===== config.mk =====
export PLATFORM = sky130hd
export DESIGN_NAME = fault_hiz_guard
export DESIGN_NICKNAME = d
export VERILOG_FILES = /design/src/rtl/fhg_pkg.sv /design/src/rtl/fhg_prescaler.sv /design/src/rtl/fhg_detector.sv /design/src/rtl/fhg_pin_gate.sv /design/src/rtl/fault_hiz_guard.sv
export SDC_FILE = /design/constraint.sdc
export NUM_CORES = 1
export LEC_CHECK = 0
export ABC_CLOCK_PERIOD_IN_PS = 6500
export BUFFER_PORTS_ARGS = -buffer_cell sky130_fd_sc_hd__buf_2
export CORE_UTILIZATION = 40
export CTS_BUF_LIST = sky130_fd_sc_hd__clkbuf_16
export CTS_CLUSTER_SIZE = 14
export DETAILED_ROUTE_END_ITERATION = 7
export GPL_TIMING_DRIVEN = 1
export SYNTH_ARGS = -nofsm -noshare
export SYNTH_HDL_FRONTEND = slang
export SYNTH_HIERARCHICAL = 1
export SYNTH_SLANG_ARGS = --single-unit

===== constraint.sdc =====
create_clock -name clk -period 6.5 [get_ports clk]
set_input_delay 1.3 -clock clk [delete_from_list [all_inputs] [get_ports clk]]
set_output_delay 1.3 -clock clk [all_outputs]
set_load 0.02 [all_outputs]

===== src/rtl/fhg_pkg.sv =====
package fhg_pkg;
  typedef enum logic [1:0] {
    DIV_SLOW8   = 2'b00,
    DIV_SLOW16  = 2'b01,
    DIV_SLOW128 = 2'b10,
    DIV_SLOW128B = 2'b11
  } div_sel_t;

  typedef enum logic {
    DET_IDLE  = 1'b0,
    DET_COUNT = 1'b1
  } det_state_t;
endpackage


===== src/rtl/fhg_prescaler.sv =====
module fhg_prescaler
  import fhg_pkg::*;
#(
  parameter int DIV_A = 8,
  parameter int DIV_B = 16,
  parameter int DIV_C = 128
) (
  input  logic     clk,
  input  logic     rst_n,
  input  div_sel_t div_sel,
  output logic     tick
);
  localparam int CNT_W = $clog2(DIV_C);

  logic [CNT_W-1:0] cnt_q, cnt_d;
  logic [CNT_W-1:0] last;

  always_comb begin
    case (div_sel)
      DIV_SLOW8:  last = CNT_W'(DIV_A - 1);
      DIV_SLOW16: last = CNT_W'(DIV_B - 1);
      default:    last = CNT_W'(DIV_C - 1);
    endcase
  end

  assign tick = (cnt_q >= last);

  always_comb begin
    if (tick) cnt_d = '0;
    else      cnt_d = cnt_q + 1'b1;
  end

  always_ff @(posedge clk or negedge rst_n) begin
    if (!rst_n) cnt_q <= '0;
    else        cnt_q <= cnt_d;
  end

  AST_TICK_SPACED: assert property (@(posedge clk) disable iff (!rst_n)
    tick |=> !tick);
endmodule


===== src/rtl/fhg_detector.sv =====
module fhg_detector
  import fhg_pkg::*;
#(
  parameter int FILT_LEN = 16
) (
  input  logic clk,
  input  logic rst_n,
  input  logic tick,
  input  logic level_mode,
  input  logic pin_raw_n,
  output logic hit
);
  localparam int CW = $clog2(FILT_LEN + 1);

  logic       sync1_q, sync2_q;
  logic       prev_q, prev_d;
  det_state_t st_q, st_d;
  logic [CW-1:0] cnt_q, cnt_d;
  logic       hit_q, hit_d;
  logic       fall;

  always_ff @(posedge clk or negedge rst_n) begin
    if (!rst_n) begin
      sync1_q <= 1'b1;
      sync2_q <= 1'b1;
    end else begin
      sync1_q <= pin_raw_n;
      sync2_q <= sync1_q;
    end
  end

  assign fall = prev_q & ~sync2_q;

  always_comb begin
    prev_d = prev_q;
    st_d   = st_q;
    cnt_d  = cnt_q;
    hit_d  = 1'b0;
    if (tick) begin
      prev_d = sync2_q;
      case (st_q)
        DET_IDLE: begin
          if (fall) begin
            if (!level_mode || FILT_LEN == 1) begin
              hit_d = 1'b1;
            end else begin
              st_d  = DET_COUNT;
              cnt_d = CW'(1);
            end
          end
        end
        default: begin
          if (!level_mode || sync2_q) begin
            st_d  = DET_IDLE;
            cnt_d = '0;
          end else if (cnt_q == CW'(FILT_LEN - 1)) begin
            hit_d = 1'b1;
            st_d  = DET_IDLE;
            cnt_d = '0;
          end else begin
            cnt_d = cnt_q + 1'b1;
          end
        end
      endcase
    end
  end

  always_ff @(posedge clk or negedge rst_n) begin
    if (!rst_n) begin
      prev_q <= 1'b1;
      st_q   <= DET_IDLE;
      cnt_q  <= '0;
      hit_q  <= 1'b0;
    end else begin
      prev_q <= prev_d;
      st_q   <= st_d;
      cnt_q  <= cnt_d;
      hit_q  <= hit_d;
    end
  end

  assign hit = hit_q;

  AST_HIT_AFTER_TICK: assert property (@(posedge clk) disable iff (!rst_n)
    hit |-> $past(tick));
  AST_HIT_SINGLE: assert property (@(posedge clk) disable iff (!rst_n)
    hit |=> !hit);
  AST_COUNT_ONLY_LOW: assert property (@(posedge clk) disable iff (!rst_n)
    (st_q == DET_COUNT) |-> level_mode || $past(level_mode) || $past(st_q == DET_IDLE));
endmodule


===== src/rtl/fhg_pin_gate.sv =====
module fhg_pin_gate (
  input  logic hiz,
  input  logic func_sel,
  input  logic oe_req,
  output logic oe_drv
);
  always_comb begin
    if (hiz && func_sel) oe_drv = 1'b0;
    else                 oe_drv = oe_req;
  end
endmodule


===== src/rtl/fault_hiz_guard.sv =====
module fault_hiz_guard
  import fhg_pkg::*;
#(
  parameter int N_IN     = 4,
  parameter int N_PIN    = 6,
  parameter int FILT_LEN = 16,
  parameter int DIV_A    = 8,
  parameter int DIV_B    = 16,
  parameter int DIV_C    = 128
) (
  input  logic             clk,
  input  logic             rst_n,
  input  logic [N_IN-1:0]  fault_in_n,
  input  logic             cfg_we,
  input  logic [N_IN-1:0]  cfg_level_mode,
  input  logic [1:0]       cfg_div_sel,
  input  logic             flag_we,
  input  logic [N_IN-1:0]  flag_wdata,
  input  logic [N_PIN-1:0] pin_func_sel,
  input  logic [N_PIN-1:0] pin_oe_req,
  output logic [N_PIN-1:0] pin_oe_out,
  output logic [N_IN-1:0]  fault_flags
);
  div_sel_t        div_q, div_d;
  logic [N_IN-1:0] mode_q, mode_d;
  logic [N_IN-1:0] flags_q, flags_d;
  logic [N_IN-1:0] hit_vec;
  logic [N_IN-1:0] clr_mask;
  logic            tick;
  logic            hiz;

  always_comb begin
    div_d  = div_q;
    mode_d = mode_q;
    if (cfg_we) begin
      div_d  = div_sel_t'(cfg_div_sel);
      mode_d = cfg_level_mode;
    end
  end

  assign clr_mask = flag_we ? ~flag_wdata : '0;

  always_comb begin
    flags_d = (flags_q & ~clr_mask) | hit_vec;
  end

  always_ff @(posedge clk or negedge rst_n) begin
    if (!rst_n) begin
      div_q   <= DIV_SLOW8;
      mode_q  <= '0;
      flags_q <= '0;
    end else begin
      div_q   <= div_d;
      mode_q  <= mode_d;
      flags_q <= flags_d;
    end
  end

  fhg_prescaler #(
    .DIV_A(DIV_A), .DIV_B(DIV_B), .DIV_C(DIV_C)
  ) i_presc (
    .clk(clk), .rst_n(rst_n), .div_sel(div_q), .tick(tick)
  );

  for (genvar gi = 0; gi < N_IN; gi++) begin : g_det
    fhg_detector #(.FILT_LEN(FILT_LEN)) i_det (
      .clk       (clk),
      .rst_n     (rst_n),
      .tick      (tick),
      .level_mode(mode_q[gi]),
      .pin_raw_n (fault_in_n[gi]),
      .hit       (hit_vec[gi])
    );
  end

  assign hiz = |flags_q;

  for (genvar gp = 0; gp < N_PIN; gp++) begin : g_pin
    fhg_pin_gate i_gate (
      .hiz     (hiz),
      .func_sel(pin_func_sel[gp]),
      .oe_req  (pin_oe_req[gp]),
      .oe_drv  (pin_oe_out[gp])
    );
  end

  assign fault_flags = flags_q;

  AST_FLAG_STICKY: assert property (@(posedge clk) disable iff (!rst_n)
    (|($past(flags_q) & ~flags_q)) |-> $past(flag_we));
  AST_FLAG_FROM_HIT: assert property (@(posedge clk) disable iff (!rst_n)
    (|(flags_q & ~$past(flags_q))) |-> (|$past(hit_vec)));
  AST_HIZ_FORCED: assert property (@(posedge clk) disable iff (!rst_n)
    (|flags_q) |-> ((pin_oe_out & pin_func_sel) == '0));
  AST_OTHER_FUNC_PASS: assert property (@(posedge clk) disable iff (!rst_n)
    (pin_oe_out & ~pin_func_sel) == (pin_oe_req & ~pin_func_sel));
endmodule


# After elaboration in Yosys (flattened, before gate mapping)
# Index checks and enable logic that the tools add are counted.
[word_totals] in_bits=30 ff_bits=57 word_cells=152 output_inout_bits=10
[classes] n_lt_le_gt_ge=1 mux=73 n_reduce_logical=28 bitwise_logic=12 n_eq_ne=5 addsub=5
[op_table] cell="two-way mux 5 bit" count=20
[op_table] cell="two-way mux 1 bit" count=50
[op_table] cell="adder 5 x 1 -> 5 bit (second input constant)" count=4
[op_table] cell="equality test 5 x 4 -> 1 bit (second input constant)" count=4
[op_table] cell="nonzero test 2 bit" count=8
[op_table] cell="case mux 7 bit (2 select lines)" count=1
[op_table] cell="AND reduction 3 bit" count=4
[op_table] cell="inverter 4 bit" count=2
[op_table] cell="adder 7 x 1 -> 7 bit (second input constant)" count=1
[op_table] cell=">= comparator 7 bit" count=1
[op_table] cell="two-way mux 7 bit" count=1
[op_table] cell="logical AND 1 bit" count=6
[op_table] cell="bitwise AND 1 bit" count=4
[op_table] cell="bitwise AND 4 bit" count=1
[op_table] cell="zero test 1 bit" count=4
[op_table] cell="logical OR 1 bit" count=4
[op_table] cell="two-way mux 4 bit" count=1
[op_table] cell="inverter 1 bit" count=4
[op_table] cell="OR 4 bit" count=1
[op_table] cell="OR reduction 4 bit" count=1
[op_table] cell="equality test 2 x 1 -> 1 bit (second input constant)" count=1
[op_table] cell="zero test 2 bit" count=1

# Longest topological paths before layout
[logic_depth] word_depth=5 mapped_depth=9

# Cells and area by module
# Netlist, hierarchy kept.
[by_module_without_submodules] module="fhg_detector" n_inst=4 seq_area_each_um2=254.0 area_per_inst_um2=515.5 cells_each=43
[by_module_without_submodules] module="fhg_prescaler" n_inst=1 seq_area_each_um2=175.2 area_per_inst_um2=424.2 cells_each=42
[by_module_without_submodules] module="fault_hiz_guard" n_inst=1 seq_area_each_um2=250.2 area_per_inst_um2=386.6 cells_each=26
[by_module_without_submodules] module="fhg_pin_gate" n_inst=6 seq_area_each_um2=0.0 area_per_inst_um2=11.3 cells_each=1

# Worst setup path before layout
# No wires, ideal clock.
[synth_timing] path_type="input-to-output" from="input port pin_oe_req[0]" to="output port pin_oe_out[0]" arrival_ns=1.552 cell_stages=1 required_time_ns=5.200 slack_ns=3.648 n_path_buf=0 cell_sequence="a21boi_2"
[synth_between] elab_chain_cells=1
[synth_rtl] item="from (decl)" line_no="fault_hiz_guard.sv:20" rtl="input logic [N_PIN-1:0] pin_oe_req,"
[synth_rtl] item="two-way mux 1 bit" line_no="fhg_pin_gate.sv:8" rtl="if (hiz && func_sel) oe_drv = 1'b0;"
[synth_rtl] item="to (decl)" line_no="fault_hiz_guard.sv:21" rtl="output logic [N_PIN-1:0] pin_oe_out,"
# Every way passes these cells.

# Worst setup path after layout
[layout_timing] from="register flags_q[1] (netlist: fault_flags[1])" to="output port pin_oe_out[2]"
[layout_between] elab_chain_cells=3
[layout_rtl] item="from (decl)" line_no="fault_hiz_guard.sv:26" rtl="logic [N_IN-1:0] flags_q, flags_d;"
[layout_rtl] item="from (signal assigned)" line_no="fault_hiz_guard.sv:55" rtl="flags_q <= flags_d;"
[layout_rtl] item="OR reduction 4 bit" line_no="fault_hiz_guard.sv:76" rtl="assign hiz = |flags_q;"
[layout_rtl] item="net hiz" line_no="fault_hiz_guard.sv:30" rtl="logic hiz;"
[layout_rtl] item="logical AND 1 bit" line_no="fhg_pin_gate.sv:8"
[layout_rtl] item="two-way mux 1 bit" line_no="fhg_pin_gate.sv:8"
# The timed path passes the listed nets, and every way through them passes these cells.

==> flow_summary.toml <==
[route]
drtIter0Drc = 98
via_per_inst = 5.32
num_vias = 2091
wl_um = 5490
detail-route-antenna-nets = 0
first_pass_iters = 4
wl_per_cell_um = 14.0
drc = 0

[global_routing]
overflow = 0
grt_max_degree = 58
grt_pass1_vias = 1985
track_usage_pct = 15.8
grt_pass1_wl_um = 9200
grt_antenna_before_repair = 0

[power]
p_per_area_nw_per_um2 = 352
p_sw_uw = 378
pwr-share-comb_pct = 23.2
internal_power_uw = 851
ir_drop_mv = 0.142
swShare_pct = 30.8
pwr-share-seq_pct = 41.3
cellLeakagePower_nw = 1.63
p_clk_share_pct = 35.4

[synth]
synth_top_area_share_pct = 38.3
syn-cell-area_um2 = 2940
synth_cell_types = 45
yosysMostFrequentCell = "dfrtp_1"
synthTopCellsByArea = "dfrtp_1 (38%), dfstp_2 (11%), ha_1 (3.8%)"
synthArstFlopShare_pct = 100
synth_top_area_cell = "dfrtp_1"
syn_inst = 246
synth_ff_type = "dfrtp_1"
avgSynthCellArea_um2 = 12.0
syn_nets = 285
synth_common_cells = "dfrtp_1 (45), inv_1 (13), dfstp_2 (12)"
yosysSeqAreaShare_pct = 49.0
ys_warn_count = 6
ys_ff_latch = 57
synth_edf_count = 0

[setup_path]
crit_path_top_delay_cell = "or4_1"
arrival_ns = 1.82
worst-setup-path-type = "reg -> out"
max_stage_delay_ns = 0.71
worstPathRequired_ns = 5.20
path_cells = "or4_1 > a21boi_2 > buf_2"
worstSetupStartpointType = "flop"
crit_family = "simple AND/OR/NAND/NOR gates"
path_max_fanout = 6
cp-end-kind = "output port"
critPathBufInv = 1

[timing]
setup_tns_ns = 0
hold-worst-slack_ns = 0.354
worstMarginPinSlew_ns = 0.720
slew_headroom_pct = 52.0
grt_setup_unrepaired = "no"
min_period_over_period_pct = 48.0
finalSetupViolCount = 0
fmax_mhz = 321
finalHoldViolCount = 0
clock_skew_ns = 0.00700
fin_crit_ns = 3.12
slew_viol_final = 0

[place]
io_buffers = 39
hpwlAfterDp_um = 3770
gp_congestion = 0.749

[die]
die_x_um = 87.7
die_area_um2 = 7700
floorplan.initialDensity_pct = 42.3
coreArea_um2 = 6940
die_h_um = 87.7
boundaryPins = 40
rows = 30

[layout]
nets = 331
antenna_cells = 0
area_growth_pct = 18.8
drive_gt1_share_pct = 36.4
ff_latch_area_um2 = 1440
fill_cells = 615
multiInputGateArea_um2 = 1400

[clocking]
hold_buffers = 0
clock_sinks = 57
cts_tree = "yes"
clock-root-buffer = "clkbuf_16"
clk_pin_slew_ns = 0.05
clk_latency_ns = 0.31
post_cts_resized = 0
cts_buffers = 9
htree_levels = 3
cts_buffer_depth = 2
cts_setup_buffers = 0

[outcome]
status = "complete, no violations"

[flow_run]
maxCapViolCount = 0

[min_path]
min_path_type = "reg -> reg"
==> flip-flops by register name, summed over array words and instances (netlist names) <==
register	cells
div_q	2
fault_flags	4
g_det.i_det/cnt_q	20
g_det.i_det/hit	4
g_det.i_det/prev_q	4
g_det.i_det/st_q	4
g_det.i_det/sync1_q	4
g_det.i_det/sync2_q	4
i_presc/cnt_q	7
mode_q	4
==> worst reg2reg max path: stages, from the launching register on <==
cell,delay (ns)
dfrtp_1,0.37
inv_1,0.09
ha_1,0.30
nand2_1,0.10
o21ai_1,0.50
or2_2,0.70
and2_4,0.30
a31o_1,0.16
a2bb2oi_1,0.19
==> power groups by stage <==
stage | clock network, mW | registers, mW | logic (mW)
6_report | 0.435 | 0.508 | 0.286
5_1_grt | 0.467 | 0.520 | 0.321
4_1_cts | 0.448 | 0.508 | 0.288
3_5_place_dp | 0 | 0.512 | 0.285
3_3_place_gp | 0 | 0.510 | 0.278
2_1_floorplan | 0 | 0.497 | 0.235
==> logic make-up after synthesis <==
group | after synthesis | share of synthesized area (%)
fa+ha+maj | 9 | 3.83
mux | 10 | 3.83
flops | 57 | 49.0
xor+xnor | 3 | 0.894
simple gates | 81 | 19.7
buf+inv | 18 | 3.36
compound gates | 68 | 19.4
==> layer usage <==
layer	wire, µm	track usage, %	vias up
li1	-	-	1028
met1	2710	20.7	997
met2	2500	25.0	58
met3	219	4.52	8
met4	58	5.81	0
met5	0	0	-
==> path summary, 6_finish.rpt <==
check                                            start                       to  slack, ns  cells after the start
worst max register to register                div_q[1]  g_det[1].i_det/cnt_q[0]       3.71                      8
worst max-delay path                    fault_flags[1]            pin_oe_out[2]       3.38                      3
max in group asynchronous                        rst_n  g_det[3].i_det/cnt_q[3]       4.91                      2
worst min-delay path            g_det[0].i_det/sync1_q   g_det[0].i_det/sync2_q       0.35                      0
worst min register to register  g_det[0].i_det/sync1_q   g_det[0].i_det/sync2_q       0.35                      0
min in group asynchronous                        rst_n  g_det[2].i_det/cnt_q[4]       1.12                      2
==> final cells by class <==
cell class	instances	share of cell area, %
clock buffer	9	6.45
clock inverter	7	1.54
inverter	13	1.40
multi-input combinational	171	40.1
sequential	57	41.3
tap	96	3.44
timing repair buffer	40	5.80
==> stage by stage <==
stage	total power, mW	instances	worst slack (ns)	instance area (µm²)	util, %
finish	1.23	393	3.38	3490	50.3
global route	1.31	393	3.30	3490	50.3
CTS	1.24	393	3.36	3490	50.3
detailed placement	0.797	377	3.47	3210	46.3
global placement	0.788	377	3.50	3210	46.3
floorplan	0.732	246	3.65	2940	-
==> layout by cell type (no fill, tap or decap), types with 6 or more instances in the layout <==
| cell type | instances |
|---|---|
| nor2_1 | 6 |
| dfstp_2 | 12 |
| a21boi_2 | 6 |
| a21oi_1 | 7 |
| nand2_1 | 11 |
| nand2b_1 | 8 |
| a2bb2oi_1 | 8 |
| dfrtp_1 | 45 |
| nand3b_1 | 8 |
| ha_1 | 9 |
| inv_1 | 15 |
| a31oi_1 | 8 |
| clkbuf_16 | 9 |
| nand4_1 | 8 |
| nand3_1 | 11 |
| buf_2 | 39 |
| mux2_2 | 10 |
Power figures use the tool's default switching activity.
